## src/rtl/gpio_wake_pkg.sv

```systemverilog
package gpio_wake_pkg;
  localparam int unsigned B_EN   = 0;
  localparam int unsigned B_STS  = 1;
  localparam int unsigned B_INEN = 2;
  localparam int unsigned B_EDGE = 4;
  localparam int unsigned B_POL  = 5;
  localparam int unsigned B_DEB  = 6;

  typedef struct packed {
    logic deb;
    logic pol;
    logic edge_md;
    logic en;
  } wcfg_t;

  localparam wcfg_t WCFG_RST = '{deb: 1'b1, pol: 1'b0, edge_md: 1'b0, en: 1'b0};
endpackage

```

## src/rtl/gpio_wake_regs.sv

```systemverilog
module gpio_wake_regs
  import gpio_wake_pkg::*;
#(
  parameter int unsigned NUM_BANKS     = 2,
  parameter int unsigned PINS_PER_BANK = 32,
  parameter int unsigned WAKE_PER_BANK = 16,
  localparam int unsigned NPINS = NUM_BANKS * PINS_PER_BANK,
  localparam int unsigned NW    = NUM_BANKS * WAKE_PER_BANK,
  localparam int unsigned SEL_W = $clog2(NPINS)
) (
  input  logic                 clk_i,
  input  logic                 rst_ni,
  input  logic                 we_i,
  input  logic                 addr_i,
  input  logic [31:0]          wdata_i,
  input  logic [NW-1:0]        status_i,
  output logic [31:0]          rdata_o,
  output wcfg_t [NW-1:0]       wcfg_o,
  output logic [NPINS-1:0]     inen_o,
  output logic [NW-1:0]        sts_clr_o,
  output logic [SEL_W-1:0]     sel_o
);
  localparam int unsigned LOC_W  = $clog2(PINS_PER_BANK);
  localparam int unsigned BANK_W = SEL_W - LOC_W;
  localparam int unsigned NW_W   = $clog2(NW);

  logic [SEL_W-1:0]  sel_q;
  wcfg_t [NW-1:0]    wcfg_q;
  logic [NPINS-1:0]  inen_q;
  logic [BANK_W-1:0] sel_bank;
  logic [LOC_W-1:0]  sel_loc;
  logic              sel_cap;
  logic [NW_W-1:0]   sel_slot;
  logic              sel_wr, acc_wr;
  logic              unused_wd;

  assign unused_wd = ^wdata_i[31:7];
  assign sel_bank  = sel_q[SEL_W-1:LOC_W];
  assign sel_loc   = sel_q[LOC_W-1:0];
  assign sel_cap   = (32'(sel_loc) < WAKE_PER_BANK);
  assign sel_slot  = NW_W'(NW_W'(sel_bank) * NW_W'(WAKE_PER_BANK)) + NW_W'(sel_loc);
  assign sel_wr    = we_i && !addr_i;
  assign acc_wr    = we_i && addr_i;

  always_ff @(posedge clk_i or negedge rst_ni) begin
    if (!rst_ni) sel_q <= '0;
    else if (sel_wr) sel_q <= wdata_i[SEL_W-1:0];
  end

  always_ff @(posedge clk_i or negedge rst_ni) begin
    if (!rst_ni) begin
      for (int w = 0; w < NW; w++) wcfg_q[w] <= WCFG_RST;
    end else if (acc_wr && sel_cap) begin
      for (int w = 0; w < NW; w++) begin
        if (sel_slot == NW_W'(w)) begin
          wcfg_q[w].en      <= wdata_i[B_EN];
          wcfg_q[w].edge_md <= wdata_i[B_EDGE];
          wcfg_q[w].pol     <= wdata_i[B_POL];
          wcfg_q[w].deb     <= wdata_i[B_DEB];
        end
      end
    end
  end

  always_ff @(posedge clk_i or negedge rst_ni) begin
    if (!rst_ni) inen_q <= '1;
    else if (acc_wr) begin
      for (int p = 0; p < NPINS; p++)
        if (sel_q == SEL_W'(p)) inen_q[p] <= wdata_i[B_INEN];
    end
  end

  for (genvar w = 0; w < NW; w++) begin : g_clr
    assign sts_clr_o[w] = acc_wr && sel_cap && (sel_slot == NW_W'(w)) && wdata_i[B_STS];
  end

  always_comb begin
    rdata_o = '0;
    if (!addr_i) begin
      rdata_o[SEL_W-1:0] = sel_q;
    end else begin
      rdata_o[B_INEN] = inen_q[sel_q];
      if (sel_cap) begin
        rdata_o[B_EN]   = wcfg_q[sel_slot].en;
        rdata_o[B_STS]  = status_i[sel_slot];
        rdata_o[B_EDGE] = wcfg_q[sel_slot].edge_md;
        rdata_o[B_POL]  = wcfg_q[sel_slot].pol;
        rdata_o[B_DEB]  = wcfg_q[sel_slot].deb;
      end
    end
  end

  assign wcfg_o = wcfg_q;
  assign inen_o = inen_q;
  assign sel_o  = sel_q;
endmodule

```

## src/rtl/gpio_wake_filter.sv

```systemverilog
module gpio_wake_filter #(
  parameter int unsigned DEB_TICKS = 528000,
  localparam int unsigned CNT_W = $clog2(DEB_TICKS)
) (
  input  logic clk_i,
  input  logic rst_ni,
  input  logic pin_i,
  input  logic deb_en_i,
  output logic level_o
);
  logic [1:0]       sync_q;
  logic             filt_q;
  logic [CNT_W-1:0] cnt_q;

  always_ff @(posedge clk_i or negedge rst_ni) begin
    if (!rst_ni) sync_q <= '0;
    else sync_q <= {sync_q[0], pin_i};
  end

  always_ff @(posedge clk_i or negedge rst_ni) begin
    if (!rst_ni) begin
      filt_q <= 1'b0;
      cnt_q  <= '0;
    end else if (!deb_en_i) begin
      filt_q <= sync_q[1];
      cnt_q  <= '0;
    end else if (sync_q[1] == filt_q) begin
      cnt_q <= '0;
    end else if (cnt_q == CNT_W'(DEB_TICKS - 1)) begin
      filt_q <= sync_q[1];
      cnt_q  <= '0;
    end else begin
      cnt_q <= cnt_q + 1'b1;
    end
  end

  assign level_o = filt_q;
endmodule

```

## src/rtl/gpio_wake_detect.sv

```systemverilog
module gpio_wake_detect (
  input  logic clk_i,
  input  logic rst_ni,
  input  logic level_i,
  input  logic en_i,
  input  logic inen_i,
  input  logic pol_i,
  input  logic edge_md_i,
  input  logic clr_i,
  output logic status_o,
  output logic req_o
);
  logic lvl_q, sts_q, act, hit, armed;

  assign act   = (level_i == pol_i);
  assign hit   = (level_i != lvl_q) && act;
  assign armed = en_i && inen_i;

  always_ff @(posedge clk_i or negedge rst_ni) begin
    if (!rst_ni) begin
      lvl_q <= 1'b0;
      sts_q <= 1'b0;
    end else begin
      lvl_q <= level_i;
      if (armed && edge_md_i && hit) sts_q <= 1'b1;
      else if (clr_i) sts_q <= 1'b0;
    end
  end

  assign status_o = sts_q;
  assign req_o    = armed && (edge_md_i ? sts_q : act);
endmodule

```

## src/rtl/gpio_wake_cfg.sv

```systemverilog
module gpio_wake_cfg
  import gpio_wake_pkg::*;
#(
  parameter int unsigned NUM_BANKS     = 2,
  parameter int unsigned PINS_PER_BANK = 32,
  parameter int unsigned WAKE_PER_BANK = 16,
  parameter int unsigned CLK_KHZ       = 33000,
  parameter int unsigned DEB_MS        = 16,
  parameter int unsigned DEB_TICKS     = CLK_KHZ * DEB_MS
) (
  input  logic                               clk_i,
  input  logic                               rst_ni,
  input  logic                               reg_we_i,
  input  logic                               reg_addr_i,
  input  logic [31:0]                        reg_wdata_i,
  output logic [31:0]                        reg_rdata_o,
  input  logic [NUM_BANKS*PINS_PER_BANK-1:0] pin_i,
  output logic                               wake_o,
  output logic                               pwr_btn_o
);
  localparam int unsigned NPINS = NUM_BANKS * PINS_PER_BANK;
  localparam int unsigned NW    = NUM_BANKS * WAKE_PER_BANK;
  localparam int unsigned SEL_W = $clog2(NPINS);

  wcfg_t [NW-1:0]   wcfg;
  logic [NPINS-1:0] inen;
  logic [NW-1:0]    sts, sts_clr, req, lvl, arm;
  logic [SEL_W-1:0] sel;
  logic [1:0]       pbtn_q;
  logic             unused_sig;

  assign unused_sig = ^{pin_i, inen};

  gpio_wake_regs #(
    .NUM_BANKS(NUM_BANKS), .PINS_PER_BANK(PINS_PER_BANK), .WAKE_PER_BANK(WAKE_PER_BANK)
  ) u_regs (
    .clk_i, .rst_ni,
    .we_i(reg_we_i), .addr_i(reg_addr_i), .wdata_i(reg_wdata_i),
    .status_i(sts), .rdata_o(reg_rdata_o),
    .wcfg_o(wcfg), .inen_o(inen), .sts_clr_o(sts_clr), .sel_o(sel)
  );

  for (genvar b = 0; b < NUM_BANKS; b++) begin : g_bank
    for (genvar p = 0; p < WAKE_PER_BANK; p++) begin : g_pin
      localparam int unsigned W = b * WAKE_PER_BANK + p;
      localparam int unsigned P = b * PINS_PER_BANK + p;

      gpio_wake_filter #(.DEB_TICKS(DEB_TICKS)) u_flt (
        .clk_i, .rst_ni,
        .pin_i(pin_i[P]), .deb_en_i(wcfg[W].deb), .level_o(lvl[W])
      );

      gpio_wake_detect u_det (
        .clk_i, .rst_ni,
        .level_i(lvl[W]), .en_i(wcfg[W].en), .inen_i(inen[P]),
        .pol_i(wcfg[W].pol), .edge_md_i(wcfg[W].edge_md),
        .clr_i(sts_clr[W]), .status_o(sts[W]), .req_o(req[W])
      );

      assign arm[W] = wcfg[W].en && inen[P];
    end
  end

  always_ff @(posedge clk_i or negedge rst_ni) begin
    if (!rst_ni) pbtn_q <= '0;
    else pbtn_q <= {pbtn_q[0], pin_i[NPINS-1]};
  end

  assign pwr_btn_o = pbtn_q[1];
  assign wake_o    = |req;
endmodule

```

## config.mk

```make
export PLATFORM = sky130hd
export DESIGN_NAME = gpio_wake_cfg
export DESIGN_NICKNAME = d
export VERILOG_FILES = /design/src/rtl/gpio_wake_pkg.sv /design/src/rtl/gpio_wake_regs.sv /design/src/rtl/gpio_wake_filter.sv /design/src/rtl/gpio_wake_detect.sv /design/src/rtl/gpio_wake_cfg.sv
export SDC_FILE = /design/constraint.sdc
export NUM_CORES = 2
export LEC_CHECK = 0
export BUFFER_PORTS_ARGS = -buffer_cell sky130_fd_sc_hd__buf_2
export CAP_MARGIN = 20
export CELL_PAD_IN_SITES_DETAIL_PLACEMENT = 1
export CELL_PAD_IN_SITES_GLOBAL_PLACEMENT = 2
export CORE_ASPECT_RATIO = 0.8
export CORE_MARGIN = 5
export CORE_UTILIZATION = 40
export DETAILED_ROUTE_END_ITERATION = 8
export MAX_ROUTING_LAYER = met4
export PLACE_DENSITY = 0.81
export SLEW_MARGIN = 5
export SYNTH_ARGS = -nofsm -noshare
export SYNTH_HDL_FRONTEND = slang
export SYNTH_SLANG_ARGS = --single-unit
```

## constraint.sdc

```tcl
create_clock -name clk_i -period 4.7 [get_ports clk_i]
set_input_delay 0.47 -clock clk_i [delete_from_list [all_inputs] [get_ports clk_i]]
set_output_delay 0.47 -clock clk_i [all_outputs]
set_load 0.05 [all_outputs]
```

==> flow_summary.toml <==
[hold_path]
holdCritPathClass = "in -> reg"
min_from = "reg_wdata_i[1]"

[clocking]
cts.repair.resized = 0
cts_buffers = 104
clockRootBuffer = "clkbuf_16"
h-tree-depth = 3
clock_path_buffers = 3
clkSlewWorstSetupHoldPaths_ns = 0.07
clock_latency_ns = 0.70
cts_sinks = 1000
cts_tree = "done"

[placement]
dp_hpwl_mm = 80.4
dp_slack_ns = 1.26
gp_congestion = 0.875
portBuffers = 52

[route]
drt-total-wl_mm = 118
drt_drc_violations_left = 0
viasPerCell = 5.35
firstDrtPassIters = 5
wl_per_cell_um = 18.9
ant_nets = 0
drt_iter0_markers = 1938
vias = 33300

[global_route]
grt_use_total_pct = 19.3
top_usage_layer = "met2"
grt_use_met1_pct = 28.1
use_met3_pct = 3.00
grt_pass1_wl_mm = 194
antenna_found_initial = 5
grt_max_degree = 122
grt_pass1_vias = 34800
grt-ovfl-total = 0
met2_usage_pct = 28.5

[synth]
ys.flop_type = "dfrtp_1"
synth_compound_area_share_pct = 2.38
yosysTopAreaCellShare_pct = 47.6
ys_warn_count = 0
avgSynthCellArea_um2 = 10.6
syn_inst = 4490
synth.area.top_cells = "dfrtp_1 (48%), xnor2_1 (6.3%), nor2_1 (6.0%)"
yosys.area.top_type = "dfrtp_1"
synthArstFlopShare_pct = 100
synth_fa_ha_area_share_pct = 0.947
synth_cell_types = 59
synth_seq_cells = 1000
syn_area_um2 = 47600
seq_area_frac_synth_pct = 52.9
yosys.area_share.xor_xnor_pct = 11.7
synthMuxAreaShare_pct = 8.50
synth-simple-area-share_pct = 21.2
synth_top_family_by_area = "simple AND/OR/NAND/NOR gates"
synth-edff-count = 0

[worst_setup_path]
end_kind = "primary output"
start_kind = "flip-flop"
worst-endpoint-required_ns = 4.23
cp_slowest_stage_delay_ns = 1.02
crit_slowest_cell = "dfrtp_4"
path_class = "reg -> out"
r2r-start = "u_regs.sel_o[2]$_DFFE_PN0P_"
worst-path-max-fanout = 55
cp.arrival_ns = 3.70
cpMostUsedCell = "mux4_2"
crit_start = "u_regs.sel_o[1]$_DFFE_PN0P_"
path_cells = "buf_4 > mux4_2 > mux4_2 > nand3_1 > o311ai_1 > buf_2"

[power_and_ir_drop]
p_per_area_nw_per_um2 = 398
ir_worst_vdd_mv = 0.292
p_sw_share_pct = 27.3
p_switching_mw = 5.81
seq_power_share_pct = 48.2
clock_power_share_pct = 40.8
internal-power_mw = 15.4
cellLeakagePower_nw = 21.3
pwr-share-comb_pct = 11.0

[cells_and_area]
synthToLayoutAreaGrowth_pct = 12.3
nFillCells = 12900
fin_nets = 4720
drive_above_1_share_pct = 14.0

[sta]
setup_viol = 0
rsz0062_at_grt = "false"
final-max-slew-violation-count = 0
fmax_ghz = 0.240
finalCritPeriodShare_pct = 88.8
hold_viol = 0
tightest_slew_ns = 1.11
slew_headroom_pct = 25.9
min_period_ns = 4.17
worst_slack_ns = 0.528
setup-tns-final_ns = 0
final.setup_skew_ns = 0.0235

[floorplanning]
dieHeight_um = 318
die_area_um2 = 126000
core-area_um2 = 118000
start_util_pct = 40.2
pin_count = 134
num_rows = 113
die_w_um = 396

[run]
maxCapViolCount = 0

[outcome]
status = "finished, final reports clean"
flip-flops by register name, indices dropped and copies added, names as in the netlist:
name,flops
g_bank.g_pin.u_det.status_o,32
u_regs.wcfg_o,128
g_bank.g_pin.u_det.lvl_q,32
g_bank.g_pin.u_flt.level_o,32
g_bank.g_pin.u_flt.sync_q,64
u_regs.inen_o,64
g_bank.g_pin.u_flt.cnt_q,640
u_regs.sel_o,6
pbtn_q,2
final cells by class:
| cell class | count | area (um2) | share of cell area [%] |
|---|---|---|---|
| Timing Repair Buffer | 120 | 943 | 1.77 |
| Clock buffer | 156 | 3140 | 5.88 |
| Sequential cell | 1000 | 25200 | 47.1 |
| Clock inverter | 40 | 478 | 0.895 |
| Multi-Input combinational cell | 3252 | 21300 | 40.0 |
| Inverter | 106 | 398 | 0.745 |
| Tap cell | 1552 | 1940 | 3.64 |
| Antenna cell | 3 | 7.51 | 0.0141 |
synthesized netlist by cell type (7+ instances only):
cell,n
buf_2,49
mux2i_1,7
o21ai_1,27
nor3b_1,23
and2_1,18
o31ai_1,24
xnor2_1,343
and3_1,125
nand4b_1,21
inv_1,106
nor4b_1,8
and4_1,40
ha_1,36
mux2_1,12
nor2_1,758
or2_2,13
a21oi_1,38
dfstp_2,96
mux2_2,215
or3_1,9
clkbuf_1,68
mux4_2,63
nand2b_1,38
nand4_1,167
buf_4,32
xor2_1,291
o22ai_1,9
nor4_1,76
o21ai_0,49
nor2b_1,35
nand2_1,327
nand3b_1,11
nor3_1,139
dfrtp_1,904
or4_1,19
nand3_1,240
cell families (layout without fill, tap and decap cells):
kind of cell,Yosys count,in the layout
AND/OR/NAND/NOR,2076,2076
flip-flops,1000,1000
XOR/XNOR,634,634
multiplexers,297,297
buffers and inverters,262,422
AO/OA/AOI/OAI,184,184
adder cells (fa/ha/maj),36,36
other,1,28
metal layers:
| metal | routed length [um] | share of wire (%) |
|---|---|---|
| met5 | 0 | 0 |
| met4 | 2320 | 2.0 |
| met3 | 5150 | 4.4 |
| met2 | 52100 | 44 |
| met1 | 58000 | 49 |
power by group through the flow:
stage                     sequential (mW)  clock, mW  combinational, mW
after detailed placement             10.4          0               2.33
after CTS                            10.2       8.93               2.37
after global routing                 10.3       9.31               2.57
after floorplan                      9.90          0               1.71
final                                10.2       8.67               2.35
after global placement               10.3          0               2.28
critical path: cells and delay by family (launching register included):
family                 cells  cell delay, ns
multiplexers               2            0.93
AO/OA/AOI/OAI              1            0.22
buffers and inverters      2            0.69
AND/OR/NAND/NOR            1            0.12
flip-flops                 1            1.02
layout by cell type, fill, tap and decap left out, types with 21 or more instances in the layout:
cell           count
and3_1           125
buf_2             51
nand3_1          240
o21ai_1           27
mux2_2           215
dfrtp_1          902
buf_4             26
nand2b_1          38
nand2_1          327
clkbuf_1          21
dfstp_2           96
dlygate4sd3_1     35
clkbuf_16        107
nor4_1            76
nand4b_1          21
nor2_1           758
clkbuf_8          28
o21ai_0           49
nor2b_1           35
inv_1            106
nand4_1          167
a21oi_1           38
and4_1            40
nor3_1           139
o31ai_1           24
nor3b_1           23
xor2_1           291
xnor2_1          343
mux4_2            63
ha_1              36
conb_1            25
metrics by stage:
step	total power, mW	hold WS (ns)	std cells	util, %	instance area, um2
floorplan	11.6	0.174	4514	-	47700
global placement	12.6	0.333	5994	41.8	49400
detailed placement	12.7	0.336	5994	41.8	49400
CTS	21.5	0.135	6225	45.1	53400
global route	22.2	0.156	6227	45.1	53400
finish	21.3	0.205	6229	45.1	53400
final timing paths:
path                                                                 end  slack (ns)  depth (start not counted)
max                                                       reg_rdata_o[1]        0.53                          6
max reg2reg                                u_regs.wcfg_o[92]$_DFFE_PN0N_        1.59                          4
min in group asynchronous  g_bank[0].g_pin[10].u_flt.cnt_q[15]$_DFF_PN0_        0.43                          2
min reg2reg                 g_bank[0].g_pin[6].u_flt.sync_q[1]$_DFF_PN0_        0.35                          0
max in group asynchronous  g_bank[0].g_pin[13].u_flt.cnt_q[14]$_DFF_PN0_        3.06                          3
min                        g_bank[1].g_pin[7].u_det.status_o$_DFFE_PN0P_        0.20                          3
repair_timing:
item | in CTS | in global routing
hold buffers | 35 | 0
endpoints found under the hold margin | 86 | 0
buffers inserted | 0 | 0
(Power assumes the default switching activity.)
